--- config.mk ---
export PLATFORM = sky130hd
export DESIGN_NAME = framed_serial_slave
export DESIGN_NICKNAME = d
export VERILOG_FILES = /design/src/rtl/fssp_pkg.sv /design/src/rtl/fssp_ctrl.sv /design/src/rtl/fssp_datapath.sv /design/src/rtl/framed_serial_slave.sv
export SDC_FILE = /design/constraint.sdc
export NUM_CORES = 1
export LEC_CHECK = 0
export BUFFER_PORTS_ARGS = -buffer_cell sky130_fd_sc_hd__buf_4
export CAP_MARGIN = 20
export CORE_MARGIN = 2
export CORE_UTILIZATION = 35
export CTS_CLUSTER_SIZE = 16
export DETAILED_ROUTE_END_ITERATION = 12
export SLEW_MARGIN = 5
export SYNTH_ARGS = -nofsm -noshare
export SYNTH_HDL_FRONTEND = slang
export SYNTH_HIERARCHICAL = 1
export SYNTH_SLANG_ARGS = --single-unit
export TNS_END_PERCENT = 100
--- constraint.sdc ---
create_clock -name clk -period 5.4 [get_ports clk]
set_clock_uncertainty 0.15 [all_clocks]
set_input_delay 0 -clock clk [delete_from_list [all_inputs] [get_ports clk]]
set_output_delay 0 -clock clk [all_outputs]
set_load 0.02 [all_outputs]
--- src/rtl/fssp_pkg.sv ---
package fssp_pkg;

  typedef struct packed {
    logic loadWord;   // frame start, word offered
    logic loadIdle;   // frame start, nothing offered
    logic shiftTx;    // advance transmit register
    logic startRx;    // first receive bit of a frame
    logic shiftRx;    // middle receive bit
    logic finishRx;   // last receive bit, publish word
  } fssp_strobe_t;

endpackage

--- src/rtl/fssp_ctrl.sv ---
module fssp_ctrl
  import fssp_pkg::*;
#(
  parameter int WORD_W = 16
) (
  input  logic         clk,
  input  logic         rstN,
  input  logic         bitEn,
  input  logic         frameSync,
  input  logic         txValid,
  output logic         txReady,
  output fssp_strobe_t strb
);

  localparam int IDX_W = $clog2(WORD_W);
  localparam logic [IDX_W-1:0] LAST_IDX = IDX_W'(WORD_W - 1);

  logic             active;
  logic [IDX_W-1:0] bitIdx;

  always_comb begin
    strb    = '0;
    txReady = bitEn & frameSync;
    if (bitEn) begin
      if (frameSync) begin
        strb.loadWord = txValid;
        strb.loadIdle = ~txValid;
        strb.startRx  = 1'b1;
      end else begin
        strb.shiftTx = 1'b1;
        if (active) begin
          if (bitIdx == LAST_IDX) strb.finishRx = 1'b1;
          else                    strb.shiftRx  = 1'b1;
        end
      end
    end
  end

  always_ff @(posedge clk) begin
    if (!rstN) begin
      active <= 1'b0;
      bitIdx <= '0;
    end else if (bitEn) begin
      if (frameSync) begin
        active <= 1'b1;
        bitIdx <= IDX_W'(1);
      end else if (active) begin
        if (bitIdx == LAST_IDX) active <= 1'b0;
        bitIdx <= bitIdx + 1'b1;
      end
    end
  end

  AST_ACTIVE_INDEX: assert property (@(posedge clk) disable iff (!rstN)
    active |-> (bitIdx != '0));

endmodule

--- src/rtl/fssp_datapath.sv ---
module fssp_datapath
  import fssp_pkg::*;
#(
  parameter int WORD_W = 16
) (
  input  logic              clk,
  input  logic              rstN,
  input  fssp_strobe_t      strb,
  input  logic [WORD_W-1:0] txWord,
  input  logic              rxBit,
  output logic              txBit,
  output logic [WORD_W-1:0] rxData,
  output logic              rxValid,
  output logic              underrun
);

  logic [WORD_W-1:0] txShift;
  logic [WORD_W-1:0] rxShift;

  always_ff @(posedge clk) begin
    if (!rstN) begin
      txShift <= '0;
    end else if (strb.loadWord) begin
      txShift <= txWord;
    end else if (strb.loadIdle) begin
      txShift <= '0;
    end else if (strb.shiftTx) begin
      txShift <= {txShift[WORD_W-2:0], 1'b0};
    end
  end

  always_ff @(posedge clk) begin
    if (!rstN) begin
      rxShift  <= '0;
      rxData   <= '0;
      rxValid  <= 1'b0;
      underrun <= 1'b0;
    end else begin
      rxValid  <= strb.finishRx;
      underrun <= strb.loadIdle;
      if (strb.startRx) begin
        rxShift <= {{(WORD_W-1){1'b0}}, rxBit};
      end else if (strb.shiftRx) begin
        rxShift <= {rxShift[WORD_W-2:0], rxBit};
      end
      if (strb.finishRx) begin
        rxData <= {rxShift[WORD_W-2:0], rxBit};
      end
    end
  end

  assign txBit = txShift[WORD_W-1];

  AST_RXVALID_PULSE: assert property (@(posedge clk) disable iff (!rstN)
    rxValid |=> !rxValid);

  AST_UNDERRUN_ZERO: assert property (@(posedge clk) disable iff (!rstN)
    underrun |-> !txBit);

endmodule

--- src/rtl/framed_serial_slave.sv ---
module framed_serial_slave
  import fssp_pkg::*;
#(
  parameter int WORD_W = 16
) (
  input  logic              clk,
  input  logic              rstN,
  input  logic              bitEn,
  input  logic              frameSync,
  input  logic              rxBit,
  output logic              txBit,
  input  logic [WORD_W-1:0] txData,
  input  logic              txValid,
  output logic              txReady,
  output logic [WORD_W-1:0] rxData,
  output logic              rxValid,
  output logic              underrun
);

  fssp_strobe_t strb;

  fssp_ctrl #(.WORD_W(WORD_W)) u_ctrl (
    .clk       (clk),
    .rstN      (rstN),
    .bitEn     (bitEn),
    .frameSync (frameSync),
    .txValid   (txValid),
    .txReady   (txReady),
    .strb      (strb)
  );

  fssp_datapath #(.WORD_W(WORD_W)) u_dp (
    .clk      (clk),
    .rstN     (rstN),
    .strb     (strb),
    .txWord   (txData),
    .rxBit    (rxBit),
    .txBit    (txBit),
    .rxData   (rxData),
    .rxValid  (rxValid),
    .underrun (underrun)
  );

  AST_TX_HOLD: assert property (@(posedge clk) disable iff (!rstN)
    !bitEn |=> $stable(txBit));

  AST_RXVALID_AFTER_BEAT: assert property (@(posedge clk) disable iff (!rstN)
    rxValid |-> $past(bitEn));

  AST_ACCEPT_NO_UNDERRUN: assert property (@(posedge clk) disable iff (!rstN)
    (txReady && txValid) |=> !underrun);

endmodule

# [Yosys cells after proc, flatten, opt, wreduce, memory -nomap -nowiden]
# Cells that the tools add are included.
[op_classes] eq_ne=1 reduce_logical=5 n_addsub=1 n_mux=17 bitwise=3
[ops] operator="two-way mux 16 bit" count=3
[ops] operator="two-way mux 1 bit" count=8
[ops] operator="two-way mux 4 bit" count=2
[ops] operator="two-way mux 2 bit" count=3
[ops] operator="two-way mux 6 bit" count=1
[ops] operator="adder 4 x 1 -> 4 bit (second input constant)" count=1
[ops] operator="== test 4 bit (second input constant)" count=1
[ops] operator="nonzero test 2 bit" count=2
[ops] operator="nonzero test 3 bit" count=1
[ops] operator="NOT 1 bit" count=2
[ops] operator="AND reduction 2 bit" count=1
[ops] operator="OR reduction 2 bit" count=1
[ops] operator="AND 1 bit" count=1
[word_totals] elab_cells=35 in_bits=22 ff_bits=54

# [Depth between registers and ports, before layout]
# Gate-level depths: netlist (run 1).
[depth] ltp_word=8 ltp_mapped=7

# [By module]
# The synthesis (run 1) kept the hierarchy.
[by_module_without_submodules] mod="fssp_datapath" area_per_inst_um2=1880.6 seq_area_each_um2=980.9 instances=1 cells_each=195
[by_module_without_submodules] mod="fssp_ctrl" area_per_inst_um2=285.3 seq_area_each_um2=100.1 instances=1 cells_each=32

# [Worst setup path after synthesis (run 1)]
# Ideal clock, no wire load.
[synth_path] kind="register -> register" startpoint="register u_ctrl.bitIdx[0]" endpoint="register u_dp.rxShift[10]" path_slack_ps=3682 stages_incl_launch_ff=8 arrival_time_ps=1440 cell_sequence="dfxtp_1 -> ha_1 -> nand3_1 -> and2_1 -> buf_2 -> buf_2 -> mux2i_1 -> nor2_1"
[synth_rtl] item="start, declared" line_no="fssp_ctrl.sv:19" text="logic [IDX_W-1:0] bitIdx;"
[synth_rtl] item="start signal, assigned" line_no="fssp_ctrl.sv:49" text="bitIdx <= bitIdx + 1'b1;"
[synth_rtl] item="end signal, assigned" line_no="fssp_datapath.sv:42" text="rxShift <= {{(WORD_W-1){1'b0}}, rxBit};"
[synth_rtl] item="end signal, assigned" line_no="fssp_datapath.sv:44" text="rxShift <= {rxShift[WORD_W-2:0], rxBit};"
[synth_rtl] item="end, declared" line_no="fssp_datapath.sv:18" text="logic [WORD_W-1:0] rxShift;"

==> summary by stage, run 1 <==
Worst setup path
The sort of element at the start of the critical path is an input port. STA puts the critical path data arrival time at 2650 ps. Along the worst path, the maximum fanout reaches 14. The critical path start-end classification is input port to flip-flop. The start point of the critical path is frameSync. Data on the critical path is required at its endpoint by 5500 ps. The worst setup path is captured at a flip-flop. The startpoint of the most critical register-to-register path is u_ctrl/bitIdx[0].

Final layout
In the final layout, the share of cells above drive strength 1 is 0.184. From synthesis to final layout, the design area changed by 33.6%. Measured on the finished design, the core utilization comes to 0.486.

For this run, the post-layout net count is 315. The repair_antennas step left the layout with diodes totalling 0. The final standard cell count with taps included and fillers excluded is 368.

Floorplan
After floorplanning, the core was divided into 28 placement rows. The floorplan die height is 82.7 um. 42 I/O pins were placed. The floorplan step defined a die boundary enclosing 0.00683 mm^2. The die extent in x is 82.7 um. For this configuration, the core starts out at a cell density of 0.364. The region available for standard cell placement spans 0.00596 mm^2.

Synth
The number of nets in the synthesized netlist is 250. Synthesis produced a netlist whose cell count is 227. Yosys printed 6 warnings. The simple-gate portion of the synthesized area is 0.164. For this run, the register share of the synthesized area comes to 0.499. The multiplexer fraction of the synthesized cell area is 0.153. The dominant combinational cell family by area after synthesis is simple AND/OR/NAND/NOR gates. The synthesized netlist occupies a cell area of 0.00217 mm^2. Of the total synthesized cell area, the portion taken by full adders, half adders and majority gates is 0.00578.

A synthesized cell averages 9.54 um^2. The fraction of the mapped netlist area in compound gates is 0.136. The register bit total from synthesis is 54. Of the total synthesized cell area, the portion taken by XOR and XNOR cells is 0. The post-synthesis cell type count is 29.

Min path
In this run the most critical hold path is launched from txData[8]. The kind of path behind the tightest hold check is input port to flip-flop.

STA
The summed negative setup slack over all endpoints is 0 ps. The relative slew slack is 0.424. Hold timing on the final database bottoms out at a slack of 324 ps.

Derived from the worst setup path, the maximum achievable clock frequency is 393 MHz. The fraction of the cycle the final worst path needs is 0.472. The final count of hold timing violations is 0. Setup repair after global routing left no endpoint under its margin. The actual transition at the worst max-transition pin is 864 ps. Setup violations remaining at the end of the flow were counted as 0. The smallest clock period supported by the final layout is computed as 2550 ps.

The number of pins exceeding their max-slew limit in the final report is 0.

Place
The routability congestion estimate from global placement is 0.742. Counting tap cells, the placed design contains a total of 328 instances. The quantity of I/O buffers inserted on ports is 41. Summed over all nets, the half-perimeter wirelength after detailed placement is 2810 um.

Clock network
Counting every sink on the clock net gives 54. Clock-pin slew was measured on the worst setup and hold paths at 90 ps. The number of levels in the clock H-tree is 2. The cell sitting at the root of the clock tree is a sky130_fd_sc_hd__clkbuf_8. The number of gates resized after CTS is 0.

The maximum root-to-sink buffer count is 2. The clock latency of the later-clocked register in the worst-skew pair is 300 ps. TritonCTS built the clock tree.

The total clock buffers created by CTS is 5.

Routing
In this run the remaining antenna-violating nets after routing total 0. The number of remaining DRC errors is 0. The count of vias placed by the detailed router is 1,781. The total iterations of the first detailed-routing run is 4.

The initial DRC count is 69. The average routed wire per standard cell is 12.1 um. Dividing the detail-routed via count by the number of cells gives 4.84. For this block, the routed nets add up to 4450 um of wire.

Global route
Entering global routing, the biggest net connects 43 pins. The via count of the first global-routing pass is 1,658. In the global route stage, overall resource usage came out at 0.143. The initial antenna violation count is 0. The first global-routing pass estimated 7450 um of wire. The sum of overflow across all layers after global routing is 0.

Job
The max-cap violation count is 0.

Power
The static power due to leakage is 0.00108 uW. IR analysis of the VDD net gives a maximum drop of 120 uV. For this design the ratio of total power to cell area is 246 mW/mm^2.

Outcome
The run finished with clean final reports.
flip-flops by register name, summed over array words and instances, names as in the netlist:
signal,count
u_dp/rxData,16
u_dp/txShift,16
u_dp/rxShift,15
u_ctrl/bitIdx,4
u_ctrl/active,1
u_dp/rxValid,1
u_dp/underrun,1
where the power goes:
| part | leakage [uW] | switching [uW] | total [uW] | internal [uW] |
|---|---|---|---|---|
| Sequential | 0.000438 | 6.16 | 415 | 409 |
| Combinational | 0.000601 | 34.5 | 77.5 | 43.0 |
| Clock | 0.0000452 | 128 | 219 | 91.8 |
| Total | 0.00108 | 168 | 712 | 544 |
layout by cell type, fill, tap and decap left out, types with 3 or more instances in the layout:
cell                            count
sky130_fd_sc_hd__dfxtp_1           54
sky130_fd_sc_hd__buf_4             41
sky130_fd_sc_hd__mux2i_1           33
sky130_fd_sc_hd__dlygate4sd3_1     31
sky130_fd_sc_hd__o21ai_0           22
sky130_fd_sc_hd__nor2b_1           19
sky130_fd_sc_hd__nor2_1            17
sky130_fd_sc_hd__a21oi_1           15
sky130_fd_sc_hd__nand2_1           15
sky130_fd_sc_hd__o21ai_1            9
sky130_fd_sc_hd__clkbuf_8           5
sky130_fd_sc_hd__and2_1             5
sky130_fd_sc_hd__nand3_1            3
per-layer routing:
| metal | track usage | vias to the layer above | share of wire |
|---|---|---|---|
| li1 | - | 907 | - |
| met1 | 0.173 | 826 | 0.48 |
| met2 | 0.243 | 42 | 0.47 |
| met3 | 0.0370 | 6 | 0.041 |
| met4 | 0.0508 | 0 | 0.0085 |
| met5 | 0 | - | 0 |
cell usage after synthesis:
library cell,number,area share
sky130_fd_sc_hd__buf_4,2,0.0069
sky130_fd_sc_hd__and3_2,1,0.0035
sky130_fd_sc_hd__inv_1,2,0.0035
sky130_fd_sc_hd__nand4_1,1,0.0029
sky130_fd_sc_hd__nor4_1,1,0.0029
sky130_fd_sc_hd__clkbuf_1,6,0.010
sky130_fd_sc_hd__ha_1,1,0.0058
sky130_fd_sc_hd__o21ai_0,22,0.051
sky130_fd_sc_hd__or3_4,1,0.0052
sky130_fd_sc_hd__a41oi_1,2,0.0081
sky130_fd_sc_hd__nor2_1,17,0.029
sky130_fd_sc_hd__nor2b_1,20,0.058
sky130_fd_sc_hd__buf_6,2,0.010
sky130_fd_sc_hd__a21boi_0,2,0.0069
sky130_fd_sc_hd__o21ai_1,9,0.021
sky130_fd_sc_hd__o21ai_2,1,0.0040
sky130_fd_sc_hd__nand2b_1,1,0.0029
sky130_fd_sc_hd__a21oi_1,15,0.035
sky130_fd_sc_hd__mux2i_1,33,0.15
sky130_fd_sc_hd__nor4b_1,1,0.0040
sky130_fd_sc_hd__and2_1,5,0.014
sky130_fd_sc_hd__buf_2,5,0.012
sky130_fd_sc_hd__a22oi_1,1,0.0035
sky130_fd_sc_hd__nand3b_1,1,0.0035
sky130_fd_sc_hd__dfxtp_1,54,0.50
sky130_fd_sc_hd__and3b_2,1,0.0046
sky130_fd_sc_hd__nand3_1,3,0.0069
sky130_fd_sc_hd__nand2_1,15,0.026
sky130_fd_sc_hd__o21a_1,2,0.0069
what timing repair did:
item	in CTS	in global routing
setup buffers	0	0
endpoints found under the hold margin	37	0
hold buffers	31	0
worst max-delay path: stages:
cell and delay, ps:
sky130_fd_sc_hd__dlygate4sd3_1 540, sky130_fd_sc_hd__buf_4 160, sky130_fd_sc_hd__and2_1 210, sky130_fd_sc_hd__nor2b_1 190, sky130_fd_sc_hd__nor2_1 550, sky130_fd_sc_hd__o21ai_0 250, sky130_fd_sc_hd__a21oi_1 190, sky130_fd_sc_hd__dlygate4sd3_1 560
final timing paths:
path	end	slack, ps	cells past startpoint
worst min register to register	u_dp/rxShift[0]	340	2
worst max-delay path	u_dp/txShift[1]	2850	8
worst max register to register	u_dp/rxData[0]	3130	6
worst min-delay path	u_dp/txShift[8]	320	4
area by class of cell:
| type | count | area, um^2 |
|---|---|---|
| clock buffer | 6 | 72.6 |
| clock inverter | 2 | 13.8 |
| fill | 591 | 3060 |
| inverter | 2 | 7.51 |
| multi-input combinational | 156 | 995 |
| sequential | 54 | 1080 |
| tap | 75 | 93.8 |
| timing repair buffer | 73 | 629 |
cells by family (layout without fill, tap and decap cells):
group / Yosys count / after routing
AND/OR/NAND/NOR: 68 / 68
AO/OA/AOI/OAI: 54 / 54
flip-flops: 54 / 54
multiplexers: 33 / 33
buffers and inverters: 17 / 83
adder cells (fa/ha/maj): 1 / 1
through the flow:
step / power [uW] / worst slack, ps / instance area, um^2
after floorplan: 462 / 3680 / 2170
after detailed placement: 482 / 3170 / 2480
after global routing: 751 / 2670 / 2890
after CTS: 725 / 2600 / 2880
after global placement: 481 / 3210 / 2480
final: 712 / 2850 / 2890
(Power assumes the default switching activity.)
==> run 2, diff against run 1 <==
--- a/config.mk
+++ b/config.mk
@@ -5,6 +5,7 @@
 export SDC_FILE = /design/constraint.sdc
 export NUM_CORES = 1
 export LEC_CHECK = 0
+export ABC_AREA = 1
 export BUFFER_PORTS_ARGS = -buffer_cell sky130_fd_sc_hd__buf_4
 export CAP_MARGIN = 20
 export CORE_MARGIN = 2
==> constraint.sdc (replaced) <==
create_clock -name clk -period 2.6 [get_ports clk]
set_clock_uncertainty 0.15 [all_clocks]
set_input_delay 0 -clock clk [delete_from_list [all_inputs] [get_ports clk]]
set_output_delay 0 -clock clk [all_outputs]
set_load 0.02 [all_outputs]
==> summary by stage, run 2 <==
Synth
The library cell with the largest summed area after synthesis is sky130_fd_sc_hd__dfxtp_1. The dominant synthesized flop cell is sky130_fd_sc_hd__dfxtp_1. The number of synthesized flops with an enable pin is 0 (unchanged).

The net count of the mapped netlist is 334 (+34%). In the synthesized netlist, the cells that appear most often are sky130_fd_sc_hd__nand2_1, sky130_fd_sc_hd__dfxtp_1, sky130_fd_sc_hd__nor2_1, sky130_fd_sc_hd__inv_1, sky130_fd_sc_hd__o21ai_0. The register bit total from synthesis was 54 (unchanged). The register area share after synthesis came to 0.467 (-0.0321).

The proportion of register bits with asynchronous set or reset after synthesis is 0 (unchanged). The synthesis warning total came to 6 (unchanged). The cell count after synthesis was 311 (+37%). By area the synthesized netlist is led by sky130_fd_sc_hd__dfxtp_1, sky130_fd_sc_hd__nand2_1, sky130_fd_sc_hd__nor2_1. The post-synthesis cell type count is 25 (-14%). The synthesized area divided by synthesized cell count came to 7.44 um^2 (-22%).

sky130_fd_sc_hd__nand2_1 is the most common cell in the netlist. The top cell type's share of synthesized area was 0.467 (-0.0321). The cell area after synthesis is 0.00231 mm^2 (+6.9%).

Final layout
The final standard cell count with taps included and fillers excluded is 451 (+23%). The largest registers in the layout are u_dp/rxData x16, u_dp/txShift x16, u_dp/rxShift x15. The total inserted antenna cells is 0 (unchanged). The post-route standard cell area excluding fillers is 0.00301 mm^2 (+4.0%). The number of nets in the layout is 396 (+26%). The share of post-route cells with drive strength above 1 came to 0.187 (+0.00287). Leaving out fill and tap cells, the most frequent cells in the layout are sky130_fd_sc_hd__nand2_1, sky130_fd_sc_hd__dfxtp_1, sky130_fd_sc_hd__nor2_1. The commonest non-fill, non-tap cell in the layout is sky130_fd_sc_hd__nand2_1. The area growth from synthesis to final layout is 30.0%. The final cell utilization of the core is 0.471 (-0.0145). The number of fill cells in the layout is 671 (+14%).

Worst setup path
The startpoint of the most critical register-to-register path is u_ctrl/bitIdx[0]. The critical path buffer and inverter count is 3 (unchanged). By instance count, the cell type seen most on the critical path is sky130_fd_sc_hd__nor2_1. The maximum net fanout on the critical path was 18 (+4). The highest cell delay on the worst timing path is 550 ps (about the same). The arrival time of data at the critical path endpoint is 2380 ps (-270 ps). The critical path data required time is 2650 ps (-2850 ps). The worst-path cell with the longest stage delay is sky130_fd_sc_hd__dlygate4sd3_1. Tracing the worst setup path back leads to its startpoint at u_ctrl/bitIdx[0]. The worst setup path is launched from a flip-flop. On the critical path the largest part of the delay comes from buffers and inverters.

The critical path start-end classification is flip-flop to flip-flop. The setup slack of the most critical reg-to-reg path is 260 ps (-2870 ps). STA classifies the critical path endpoint as a flip-flop. The signal on the critical path passes through ha_1 -> nand3_1 -> nor2_1 -> buf_4 -> inv_1 -> nor2_1 -> nor2_1 -> dlygate4sd3_1.

Routing
The sum of met2 wire segment lengths after detailed routing came to 2300 um (+8.7%). The initial DRC count came to 117 (+70%). The average routed wire per standard cell is 11.1 um (-7.8%).

The count of vias placed by the detailed router is 2,082 (+17%). The wire length on met3 came to 184 um (unchanged). The total iterations of the first detailed-routing run is 4 (unchanged).

The antenna violation net count after detailed routing is 0 (unchanged). The detailed-route vias per instance came to 4.62 (-4.6%). The detailed-route wire length on metal 1 was 2490 um (+18%).

The sum of routed wire length over all layers is 5030 um (+13%). The number of remaining DRC errors is 0 (unchanged). The highest routed metal layer is met4.

Floorplan
The die footprint is 0.00728 mm^2 (+6.5%). The number of rows created at floorplan is 29 (+3.6%). The floorplan die height came to 85.3 um (+3.2%).

The number of primary I/O pins is 42 (unchanged). The die extent in x is 85.3 um (+3.2%). The area of the placeable core is 0.00639 mm^2 (+7.2%). The starting utilization of the core area is 0.362 (-0.00119).

STA
The routed design could run at a clock period as short as 2340 ps. The summed negative setup slack over all endpoints is 0 ps (unchanged). The final count of hold timing violations is 0 (unchanged). The actual transition at the worst max-transition pin is 484 ps (-380 ps). Derived from the worst setup path, the maximum achievable clock frequency is 428 MHz.

The number of pins exceeding their max-slew limit in the final report is 0 (unchanged). The final worst setup slack is 263 ps (-2590 ps). The relative slew slack was 0.676 (+0.252). Setup repair after global routing left no endpoint under its margin. The count of endpoints failing setup in the final report came to 0 (unchanged).

Of the available clock period, the critical path in the final layout requires 0.899.

Clock network
The clock latency of the later-clocked register in the worst-skew pair was 300 ps (about the same). The maximum root-to-sink buffer count is 2 (unchanged). The clock tree from TritonCTS is built.

The post-CTS clock slew at the launch and capture registers of the worst setup and hold paths is 100 ps (about the same). The total clock buffers created by CTS was 5 (unchanged). The number of levels in the clock H-tree was 2 (unchanged). CTS placed an instance of sky130_fd_sc_hd__clkbuf_8 at the clock tree root.

The number of clock sinks seen by CTS is 54 (unchanged).

Global route
The initial antenna violation count is 0 (unchanged). The maximum number of pins on one net before global-route repair is 39 (-9.3%). The sum of overflow across all layers after global routing is 0 (unchanged). The via count of the first global-routing pass is 1,956 (+18%). The global routing usage summed across all routing layers is 0.145 (+0.00208). The global-route wire length before repair came to 8620 um (+16%).

Power
The power dissipated by switching net loads is 381 uW (+130%). The part of the total power dissipated in combinational logic is 0.107 (-0.002). The design internal power is 1220 uW (+120%). The power density relative to cell area is 531 mW/mm^2 (+120%).

The fraction of power spent switching nets is 0.239 (+0.00219). The static power due to leakage is 0.00135 uW (+24%). The share of power burned in the clock network is 0.352 (+0.044). The portion of total power attributed to sequential cells is 0.541 (-0.042). The peak supply drop is 302 uV (+150%).

Place
The HPWL reported at the end of detailed placement was 3260 um (+16%). The instance area after placement is 0.00265 mm^2 (+6.4%). The total instance count after detailed placement was 418 (+27%).

The quantity of I/O buffers inserted on ports is 41 (unchanged). The post-place setup slack is 805 ps (-2360 ps). The routability congestion estimate from global placement is 0.803 (+8.3%).

Min path
The path class of the tightest hold or removal check is flip-flop to flip-flop. In this run the most critical hold path is launched from u_dp/rxShift[14].

Outcome
The flow ran to the end, and the final reports show no timing, DRC or antenna violations.

Job
The max-cap violation count is 0 (unchanged).
[run 2: final cells by class]
class                           instances  area [um^2]  share of cell area
Timing Repair Buffer                   69          581               0.193
Clock inverter                          3         45.0              0.0150
Inverter                               34          128              0.0424
Tap cell                               77         96.3              0.0320
Sequential cell                        54         1080               0.359
Clock buffer                            5         68.8              0.0229
Multi-Input combinational cell        209         1010               0.336
[run 2: repair_timing]
item                      4_1_cts  5_1_grt
hold buffers                   25        0
gates resized for setup         0        0
setup buffers                   0        0
hold endpoints to repair       30        0
[run 2: final timing paths]
kind / end / depth (start not counted)
max: u_dp/rxData[0] / 8
min: u_dp/rxShift[14] / 2
max reg2reg: u_dp/rxData[0] / 8
min reg2reg: u_dp/rxShift[14] / 2
[run 2: logic make-up (layout without fill, tap and decap cells)]
group,after synthesis,after routing,share of synthesized area
AO/OA/AOI/OAI,67,67,0.178
AND/OR/NAND/NOR,141,141,0.253
flip-flops,54,54,0.467
buffers and inverters,48,111,0.0968
adder cells (fa/ha/maj),1,1,0.00540
[run 2: through the flow]
step / hold slack, ps / power (uW)
after floorplan: -52.4 / 984
after global placement: 101 / 1030
after detailed placement: 112 / 1030
after CTS: 326 / 1620
after global routing: 353 / 1680
final: 324 / 1600
[run 2: worst reg2reg max path: stages (launching register included)]
cell and delay [ps]:
sky130_fd_sc_hd__dfxtp_1 410, sky130_fd_sc_hd__ha_1 230, sky130_fd_sc_hd__nand3_1 110, sky130_fd_sc_hd__nor2_1 120
sky130_fd_sc_hd__buf_4 210, sky130_fd_sc_hd__inv_1 250, sky130_fd_sc_hd__nor2_1 160, sky130_fd_sc_hd__nor2_1 60
sky130_fd_sc_hd__dlygate4sd3_1 550
[run 2: per-layer routing]
| layer | global-route usage | vias to the layer above |
|---|---|---|
| met5 | 0 | - |
| met4 | 0.0433 | 0 |
| met3 | 0.0340 | 6 |
| met2 | 0.232 | 29 |
| met1 | 0.193 | 953 |
| li1 | - | 1094 |
[run 2: power by group through the flow]
stage / Sequential, uW / Clock (uW) / Combinational, uW
after floorplan: 882 / 0 / 102
after global placement: 883 / 0 / 144
after detailed placement: 884 / 0 / 145
after CTS: 865 / 586 / 173
after global routing: 868 / 620 / 193
final: 865 / 563 / 171
